**src/rtl/irq_sel_pkg.sv**
```systemverilog
package irq_sel_pkg;

    localparam int NUM_SRC = 4;
    localparam int LVL_W   = 3;
    localparam int CAUSE_W = 3;
    localparam int ERR_W   = 8;

    typedef enum logic [CAUSE_W-1:0] {
        CAUSE_NONE = 3'd0,
        CAUSE_DEV  = 3'd1,
        CAUSE_TMR  = 3'd2,
        CAUSE_IPI  = 3'd3,
        CAUSE_MCHK = 3'd4
    } cause_e;

    typedef struct packed {
        logic   take;
        cause_e cause;
    } pick_t;

    // Highest level at which a source (index 0 = device .. 3 = machine check) is still open.
    function automatic logic [LVL_W-1:0] src_ceiling(input int idx);
        case (idx)
            0:       return 3'd3;
            1:       return 3'd4;
            2:       return 3'd5;
            3:       return 3'd6;
            default: return 3'd0;
        endcase
    endfunction

    function automatic cause_e idx_to_cause(input int idx);
        case (idx)
            0:       return CAUSE_DEV;
            1:       return CAUSE_TMR;
            2:       return CAUSE_IPI;
            3:       return CAUSE_MCHK;
            default: return CAUSE_NONE;
        endcase
    endfunction

endpackage

```
**src/rtl/irq_sel_band.sv**
```systemverilog
module irq_sel_band
    import irq_sel_pkg::*;
#(
    parameter int N_SRC = NUM_SRC,
    parameter int LW    = LVL_W
) (
    input  logic [LW-1:0]    ipl_i,
    input  logic             priv_i,
    input  logic [N_SRC-1:0] req_i,
    output logic [N_SRC-1:0] elig_o
);
    for (genvar g = 0; g < N_SRC; g++) begin : g_src
        localparam logic [LW-1:0] CEIL = LW'(src_ceiling(g));
        assign elig_o[g] = req_i[g] && !priv_i && (ipl_i <= CEIL);
    end
endmodule

```
**src/rtl/irq_sel_pick.sv**
```systemverilog
module irq_sel_pick
    import irq_sel_pkg::*;
#(
    parameter int N_SRC = NUM_SRC
) (
    input  logic [N_SRC-1:0] elig_i,
    output pick_t            pick_o
);
    // Ascending scan: a higher index overrides, so it has the higher rank.
    always_comb begin
        pick_o.take  = 1'b0;
        pick_o.cause = CAUSE_NONE;
        for (int i = 0; i < N_SRC; i++) begin
            if (elig_i[i]) begin
                pick_o.take  = 1'b1;
                pick_o.cause = idx_to_cause(i);
            end
        end
    end
endmodule

```
**src/rtl/irq_level_sel.sv**
```systemverilog
module irq_level_sel
    import irq_sel_pkg::*;
(
    input  logic               clk,
    input  logic               rst,
    input  logic               dev_req_i,
    input  logic               tmr_req_i,
    input  logic               ipi_req_i,
    input  logic               mchk_req_i,
    input  logic [LVL_W-1:0]   ipl_i,
    input  logic               priv_i,
    output logic               take_o,
    output logic [CAUSE_W-1:0] cause_o,
    output logic [ERR_W-1:0]   err_code_o
);
    localparam logic [LVL_W-1:0] LVL_MAX = {LVL_W{1'b1}};

    logic [NUM_SRC-1:0] req_vec;
    logic [NUM_SRC-1:0] elig;
    pick_t              pick;
    pick_t              pick_q;

    assign req_vec = {mchk_req_i, ipi_req_i, tmr_req_i, dev_req_i};

    irq_sel_band #(.N_SRC(NUM_SRC), .LW(LVL_W)) u_band (
        .ipl_i  (ipl_i),
        .priv_i (priv_i),
        .req_i  (req_vec),
        .elig_o (elig)
    );

    irq_sel_pick #(.N_SRC(NUM_SRC)) u_pick (
        .elig_i (elig),
        .pick_o (pick)
    );

    always_ff @(posedge clk) begin
        if (rst) begin
            pick_q.take  <= 1'b0;
            pick_q.cause <= CAUSE_NONE;
        end else begin
            pick_q <= pick;
        end
    end

    assign take_o     = pick_q.take;
    assign cause_o    = pick_q.cause;
    assign err_code_o = '0;


    priv_blocks_chk: assert property (@(posedge clk) disable iff (rst)
        (priv_i && !$past(rst)) |=> !take_o);


    top_level_mask_chk: assert property (@(posedge clk) disable iff (rst)
        (ipl_i == LVL_MAX) |=> !take_o);


    mchk_wins_chk: assert property (@(posedge clk) disable iff (rst)
        (mchk_req_i && !priv_i && ipl_i != LVL_MAX) |=> (take_o && cause_o == CAUSE_MCHK));


    cause_matches_take_chk: assert property (@(posedge clk) disable iff (rst)
        take_o == (cause_o != CAUSE_NONE));


    idle_drop_chk: assert property (@(posedge clk) disable iff (rst)
        (req_vec == '0) |=> !take_o);

endmodule

```
**config.mk**
```make
export PLATFORM = sky130hd
export DESIGN_NAME = irq_level_sel
export DESIGN_NICKNAME = d
export VERILOG_FILES = /design/src/rtl/irq_sel_pkg.sv /design/src/rtl/irq_sel_band.sv /design/src/rtl/irq_sel_pick.sv /design/src/rtl/irq_level_sel.sv
export SDC_FILE = /design/constraint.sdc
export NUM_CORES = 1
export LEC_CHECK = 0
export ABC_AREA = 1
export BUFFER_PORTS_ARGS = -buffer_cell sky130_fd_sc_hd__buf_2
export CAP_MARGIN = 10
export CORE_AREA = 2 2 39 41
export DETAILED_ROUTE_END_ITERATION = 6
export DIE_AREA = 0 0 41 43
export PLACE_DENSITY_LB_ADDON = 0.05
export SLEW_MARGIN = 10
export SYNTH_ARGS = -nofsm -noshare
export SYNTH_HDL_FRONTEND = slang
export SYNTH_HIERARCHICAL = 1
export SYNTH_SLANG_ARGS = --single-unit
```
**constraint.sdc**
```tcl
create_clock -name clk -period 0.8 [get_ports clk]
set_clock_uncertainty 0.1 [all_clocks]
set_input_delay 0 -clock clk [delete_from_list [all_inputs] [get_ports clk]]
set_output_delay 0 -clock clk [all_outputs]
set_load 0.03 [all_outputs]
```
### Yosys cells after proc, flatten, opt, wreduce, memory -nomap -nowiden

Cells that the tools add are included.

* input bits: 10
* register bits after elaboration: 4
* output and inout bits: 12
* word-level logic and storage cells: 21

* reduce and logical (&&, ||, !) cells: 10
* mux-type cells: 4
* $lt $le $gt $ge: 4

Operator list (number)
* two-way mux 4 bit: 4
* less-or-equal comparator 3 bit, second input constant: 3
* logical AND 1 bit: 8
* less-or-equal comparator 3 x 2 -> 1 bit, second input constant: 1
* OR reduction 2 bit: 1
* logical NOT 1 bit: 1

### Longest topological paths before layout

Gate-level depths: netlist (run 1).

* word-level depth: 7
* depth in mapped cells: 8

### Hierarchy

Netlist (run 1), hierarchy kept.

By module, submodules not included
* irq_level_sel: cells an instance 21, area an instance 173.9 um^2, sequential area each 80.1 um^2, instances 1
* irq_sel_band: cells an instance 15, area an instance 61.3 um^2, sequential area each 0.0 um^2, instances 1
* irq_sel_pick: cells an instance 8, area an instance 43.8 um^2, sequential area each 0.0 um^2, instances 1

### Worst setup path before layout (run 1)

No wires, ideal clock.

* path kind: input to register
* start point: input priv_i
* end point: register pick_q, in the netlist cause_o[1]
* setup slack: 0.160 ns
* arrival: 0.476 ns
* library setup time: 0.064 ns
* path buffers: 0
* stages: 7
* cells stage by stage: inv_2 -> nand2_1 -> nor2_1 -> inv_2 -> a21oi_1 -> inv_1 -> nor2_1

RTL lines
* from (decl): RTL line irq_level_sel.sv:11 `input logic priv_i,`
* logical NOT 1 bit: RTL line irq_sel_band.sv:14 `assign elig_o[g] = req_i[g] && !priv_i && (ipl_i <= CEIL);`
* logical AND 1 bit (2 in series): RTL line irq_sel_band.sv:14
* named net elig[2]: RTL line irq_level_sel.sv:19 `logic [NUM_SRC-1:0] elig;`
* two-way mux 4 bit: RTL line irq_sel_pick.sv:14 `if (elig_i[i]) begin`
* to (signal assigned): RTL line irq_level_sel.sv:42 `pick_q <= pick;`
* to (decl): RTL line irq_level_sel.sv:21 `pick_t pick_q;`

The timed path passes the listed nets, and every way through them passes these cells.
A chain may end at the register's enable or synchronous reset.

### Worst setup path in the final report (run 1)

* start point: register pick_q, in the netlist cause_o[1]
* end point: output cause_o[1]

RTL lines
* to (decl): RTL line irq_level_sel.sv:13 `output logic [CAUSE_W-1:0] cause_o,`

No word-level cell between the ends.

==> results of run 1 <==
worst max path at each step:
stage                           from    endpoint  slack [ns]  depth (start not counted)
final                     cause_o[1]  cause_o[1]        0.03                          1
after global routing      cause_o[1]  cause_o[1]       0.002                          1
after CTS                 cause_o[2]  cause_o[2]       0.003                          1
after detailed placement      priv_i  cause_o[0]       -0.04                          8
after global placement        priv_i  cause_o[0]       -0.05                          8
after floorplan               priv_i  cause_o[1]        0.16                          7
what timing repair did:
item                                    4_1_cts  5_1_grt
hold buffers                                  1        0
resized for setup                             4        4
endpoints found under the setup margin        4        3
hold endpoints to repair                      4        0
kinds of logic after synthesis:
kind of cell,Yosys count
other,1
buffers and inverters,19
and+or+nand+nor,18
AOI/OAI and AO/OA,2
DFF,4
layout make-up:
cell class,count,area [sq um],share of cell area
multi-input cells,28,120.1,0.3117
repair buffers,15,103.9,0.2695
well taps,16,20.02,0.05195
flip-flops and latches,4,81.33,0.2110
clock buffers,3,22.52,0.05844
inverters,10,37.54,0.09740
through the flow:
stage                     area (sq um)  setup WS (ns)  power (mW)  setup TNS, ns
after floorplan                  305.3         0.1604      0.3716              0
after global placement           330.3       -0.05251      0.3874       -0.09075
after detailed placement         330.3       -0.03622      0.3858       -0.06828
after CTS                        372.9       0.003021      0.6493              0
after global routing             385.4       0.002202      0.6815              0
final                            385.4        0.02649      0.6411              0
cells in the mapped netlist:
| master | number | area, sq um |
|---|---|---|
| inv_2 | 3 | 11.26 |
| dfxtp_1 | 4 | 80.08 |
| nand2_2 | 1 | 6.260 |
| a21oi_1 | 1 | 5.000 |
| nand2_1 | 5 | 18.77 |
| inv_1 | 7 | 26.28 |
| nand3_1 | 3 | 15.01 |
| conb_1 | 1 | 3.750 |
| nor2_2 | 1 | 6.260 |
| a21oi_2 | 1 | 8.760 |
| nor2_1 | 8 | 30.03 |
| buf_4 | 9 | 67.56 |
cells in the final DEF, fill, tap and decap left out, drive strengths merged:
master and n:
buf 14, inv 10, nor2 9, conb 8, nand2 6, dfxtp 4
clkbuf 3, nand3 3, a21oi 2, dlygate4sd3 1
sequential cells by signal (all words and copies together), names as in the netlist:
register	cells
cause_o	3
take_o	1
power by group through the flow:
stage / Combinational, mW / Sequential (mW) / Clock [mW]
6_report: 0.182 / 0.217 / 0.242
5_1_grt: 0.201 / 0.218 / 0.263
4_1_cts: 0.179 / 0.215 / 0.255
3_5_place_dp: 0.168 / 0.217 / 0
3_3_place_gp: 0.170 / 0.217 / 0
2_1_floorplan: 0.130 / 0.242 / 0
metal layers:
| metal | global-route usage | up-vias |
|---|---|---|
| li1 | - | 141 |
| met1 | 0.04473 | 101 |
| met5 | 0 | - |
| met4 | 0.1200 | 0 |
| met3 | 0 | 0 |
| met2 | 0.1156 | 12 |
==> summary.txt, run 1 <==
Synthesis
  • Synthesis-stage register bit count: 4
  • Post-synthesis xor/xnor area fraction: 0
  • Multiplexer share of the synthesized area: 0
  • Seq/Total Area, Yosys: 0.2870
  • Synth Warn #: 6
  • Post-Synth Adder-Cell Area: 0
  • Mapped Area: 279.0 sq um
  • Post-Synthesis Cells: 44
  • Library cells used by synthesis: 12
  • Synth Area per Inst: 6.341 sq um
  • Compound-cell area share of the yosys netlist: 0.04933
  • Largest family of logic cells by synthesized area: buffers and inverters
  • Simple-Gate Fraction of Synth Area: 0.2735

GRT
  • Vias in the first global route: 249
  • Pin count of the biggest net entering global routing: 5
  • Initial antenna violation count: 0
  • Overflow after GRT: 0
  • GR Util All Layers: 0.06914
  • First-pass GRT wire length: 765 microns

Placement
  • IO Port Bufs: 13
  • GPL Wtd Cong: 0.6149
  • Post-DP HPWL: 438 microns
  • DP Cell Count: 72

Pwr
  • Clock share of power: 0.377
  • VDD IR max: 0.3827 mV
  • Flop pwr share: 0.339
  • Int Power: 0.4420 mW
  • Pleak: 0.2239 nW
  • Sw Ratio: 0.3104
  • PD cells: 1663 nW/um^2
  • Switch Pwr: 0.1990 mW
  • Comb pwr share: 0.284

STA
  • Final Hold Viols: 0
  • Hold_ws: 0.05451 ns
  • Tmin final: 0.7735 ns
  • Final setup fails: 0
  • RSZ-0062 raised after global routing: no
  • Tcrit/Tclk final: 0.9669
  • Max-slew violations: 0
  • Fmax: 1293 MHz

Hold path
  • Hold Crit Start: ipl_i[2]
  • Hold depth: 6
  • Worst min-delay path category: in2reg
  • Hold endpoint: cause_o[0]

Worst setup path
  • Worst path max stage delay: 0.30 ns
  • Critical-path cell list: buf_4
  • Critical path buffer and inverter count: 1
  • Setup CP Type: reg2out
  • CP arrival: 0.67 ns
  • CP max stage cell: dfxtp_1
  • WP data required: 0.70 ns
  • Startpoint Class: flip-flop
  • CP max FO: 1
  • Delay-heaviest family, CP: flip-flops
  • Crit. End Element: output pin

Final layout
  • Number of diodes: 0
  • Share of layout cells above drive strength 1: 0.4000
  • P&R area growth vs syn: 38.12%
  • Layout Utilization: 0.2785
  • Final cell count without fillers: 76
  • Layout fillers: 165
  • Nets: 72

Die
  • Cell Rows: 14
  • Die area: 1763 sq um
  • Die X: 41 microns
  • Die Ht: 43 microns
  • # IOs: 22
  • Core Box Area: 1384 sq um
  • Initial core utilization: 0.2016

Run
  • Number of max-cap violations: 0

Clocking
  • Htree depth: 1
  • CTS tree: done
  • Clk buf depth: 2
  • Clk sinks: 4
  • Number of buffers created by CTS: 3
  • Setup bufs post-CTS: 0
  • Clk slew on worst S/H paths: 0.04 ns
  • Root buffer cell: clkbuf_4

Drt
  • Via count: 254
  • Initial DRC Count: 0
  • Routed wire per std cell: 6.526 microns
  • Drt via density: 3.342
  • Routed Antenna Nets: 0
  • DRC Markers: 0
  • Drt pass-1 iters: 1
  • M1 WL: 152 microns
  • Met3 WL: 49 microns
  • Drt total wl: 496 microns
  • Top sig layer: met3
  • DR WL met2: 294 microns

Outcome
  • Status: finished clean
No activity file was read; power rests on OpenSTA's default activity.
==> run 2, diff against run 1 <==
ABC_AREA = default   (was 1)
clock period = 1 ns   (was 0.8 ns; I/O delays follow)
==> run 2 against run 1 <==
  * Die area unchanged
  * Via count down 13%
  * Clock-buffer cell count unchanged
  * Setup slack better by 0.16 ns
  * Hold slack better by 0.047 ns
  * Critical path depth unchanged
  * First-iteration DRC count up 4
  * Global-route usage down 1.2 points
  * Sequential power down 21%
==> summary.txt, run 2 <==
Outcome
  • Status: finished clean

Worst setup path
  • Delay-heaviest family, CP: flip-flops
  • Critical-path cell list: buf_2
  • CP arrival: 0.71 ns
  • CP max FO: 1
  • Startpoint Class: flip-flop
  • WP data required: 0.90 ns
  • CP max stage cell: dfxtp_1
  • Setup CP Type: reg2out
  • Critical path buffer and inverter count: 1
  • Worst path max stage delay: 0.30 ns
  • Crit. End Element: output pin
  • Worst setup path startpoint: cause_o[2]

Drt
  • Routed Antenna Nets: 0
  • Drt via density: 3.453
  • DRC Markers: 0
  • Via count: 221
  • Initial DRC Count: 4
  • Routed wire per std cell: 7.359 microns
  • Drt pass-1 iters: 3
  • Drt total wl: 471 microns

GRT
  • Pin count of the biggest net entering global routing: 5
  • Overflow after GRT: 0
  • Initial antenna violation count: 0
  • First-pass GRT wire length: 614 microns
  • Vias in the first global route: 180
  • GR Util All Layers: 0.05694

Placement
  • Post-DP HPWL: 421.7 microns
  • IO Port Bufs: 13
  • Setup WS pre-CTS: 0.02629 ns
  • DP Cell Count: 60
  • GPL Wtd Cong: 0.5720

Die
  • # IOs: 22
  • Cell Rows: 14
  • Core Box Area: 1384 sq um
  • Die Ht: 43 microns
  • Die X: 41 microns
  • Initial core utilization: 0.1844
  • Die area: 1763 sq um

Clocking
  • Setup bufs post-CTS: 0
  • Number of buffers created by CTS: 3
  • Clk sinks: 4
  • Post-CTS sizing: 0
  • Clk buf depth: 2
  • Htree depth: 1
  • Root buffer cell: clkbuf_4
  • CTS tree: done
  • Hold Buf Count CTS: 1
  • Clk slew on worst S/H paths: 0.04 ns

Synthesis
  • Mapped Area: 255.2 sq um
  • Synth top cells by count: 9 x buf_4, 4 x dfxtp_1, 4 x nor2b_1
  • Cell taking the most area after synthesis: dfxtp_1
  • Synth Warn #: 6
  • Number of synthesized flops with an enable pin: 0
  • Most frequent cell after synthesis: buf_4
  • Seq/Total Area, Yosys: 0.3137
  • Synth Area per Inst: 7.976 sq um
  • Async set or reset register ratio after synthesis: 0
  • Library cells used by synthesis: 14
  • Post-Synthesis Cells: 32
  • Area share of the largest cell type after synthesis: 0.3137
  • Main flop type after synthesis: dfxtp_1
  • Synth top area cells: dfxtp_1 31%, buf_4 26%, nor2b_1 9.8%, inv_1 4.4%, nor2_1 4.4%
  • Synthesis-stage register bit count: 4

Final layout
  • P&R area growth vs syn: 32.84%
  • Max reg flops: 3
  • Most frequent cells in the layout: 13 x buf_2, 8 x conb_1, 4 x nor2b_1, 4 x dfxtp_1
  • Commonest non-fill, non-tap cell in the layout: buf_2
  • Nets: 60
  • Number of diodes: 0
  • Final cell count without fillers: 64
  • Share of layout cells above drive strength 1: 0.3750

Hold path
  • Hold Crit Start: priv_i
  • Worst min-delay path category: in2reg
  • Hold depth: 5
  • Hold endpoint: cause_o[0]

STA
  • Fmax: 1234 MHz
  • Final WS setup: 0.1896 ns
  • Hold_ws: 0.1013 ns
  • Max-slew violations: 0
  • RSZ-0062 raised after global routing: no
  • Setup TNS: 0 ns
  • Final setup fails: 0
  • Tmin final: 0.8104 ns
  • Tcrit/Tclk final: 0.8104
  • Final Hold Viols: 0

Pwr
  • Pleak: 0.1832 nW
  • PD cells: 1452 nW/um^2
  • VDD IR max: 0.1944 mV

Run
  • Number of max-cap violations: 0
-- run 2: metal layers --
layer  vias to the layer above  global-route usage  wire, microns
met5                         -                   0              0
met4                         0             0.08000              0
met3                         0             0.01571             49
met2                        14             0.07500            236
met1                        91             0.05696            186
li1                        116                   -              -
-- run 2: how the worst max path moves through the flow --
stage / end / cells after the start / slack, ns
floorplan: cause_o[2] / 3 / 0.11
global placement: take_o / 6 / 0.05
detailed placement: take_o / 6 / 0.03
CTS: cause_o[2] / 1 / 0.17
global route: cause_o[2] / 1 / 0.13
finish: cause_o[2] / 1 / 0.19
-- run 2: report_power, final --
group	switching [mW]	total, mW	internal [mW]
Sequential	0.00156	0.171	0.170
Clock	0.0603	0.194	0.134
Combinational	0.0866	0.127	0.0402
-- run 2: cell type report --
class	instances	area, sq um
fill	163	1045
multi-input combinational	23	122.6
timing repair buffer	15	82.58
sequential	4	80.08
clock buffer	3	22.52
tap	16	20.02
inverter	3	11.26
-- run 2: logic make-up after synthesis --
| family | after synthesis | synth area share |
|---|---|---|
| buffers and inverters | 12 | 0.3088 |
| and+or+nand+nor | 11 | 0.2451 |
| AOI/OAI and AO/OA | 4 | 0.1177 |
| DFF | 4 | 0.3137 |
| other | 1 | 0.01469 |
-- run 2: per-stage QoR --
step                      utilization  instance area, sq um  power, mW
final                          0.2450                 339.1     0.4923
after floorplan                     -                 281.5     0.2873
after global placement         0.2215                 306.5     0.2980
after detailed placement       0.2215                 306.5     0.2983
after CTS                      0.2450                 339.1     0.5049
after global routing           0.2450                 339.1     0.5296
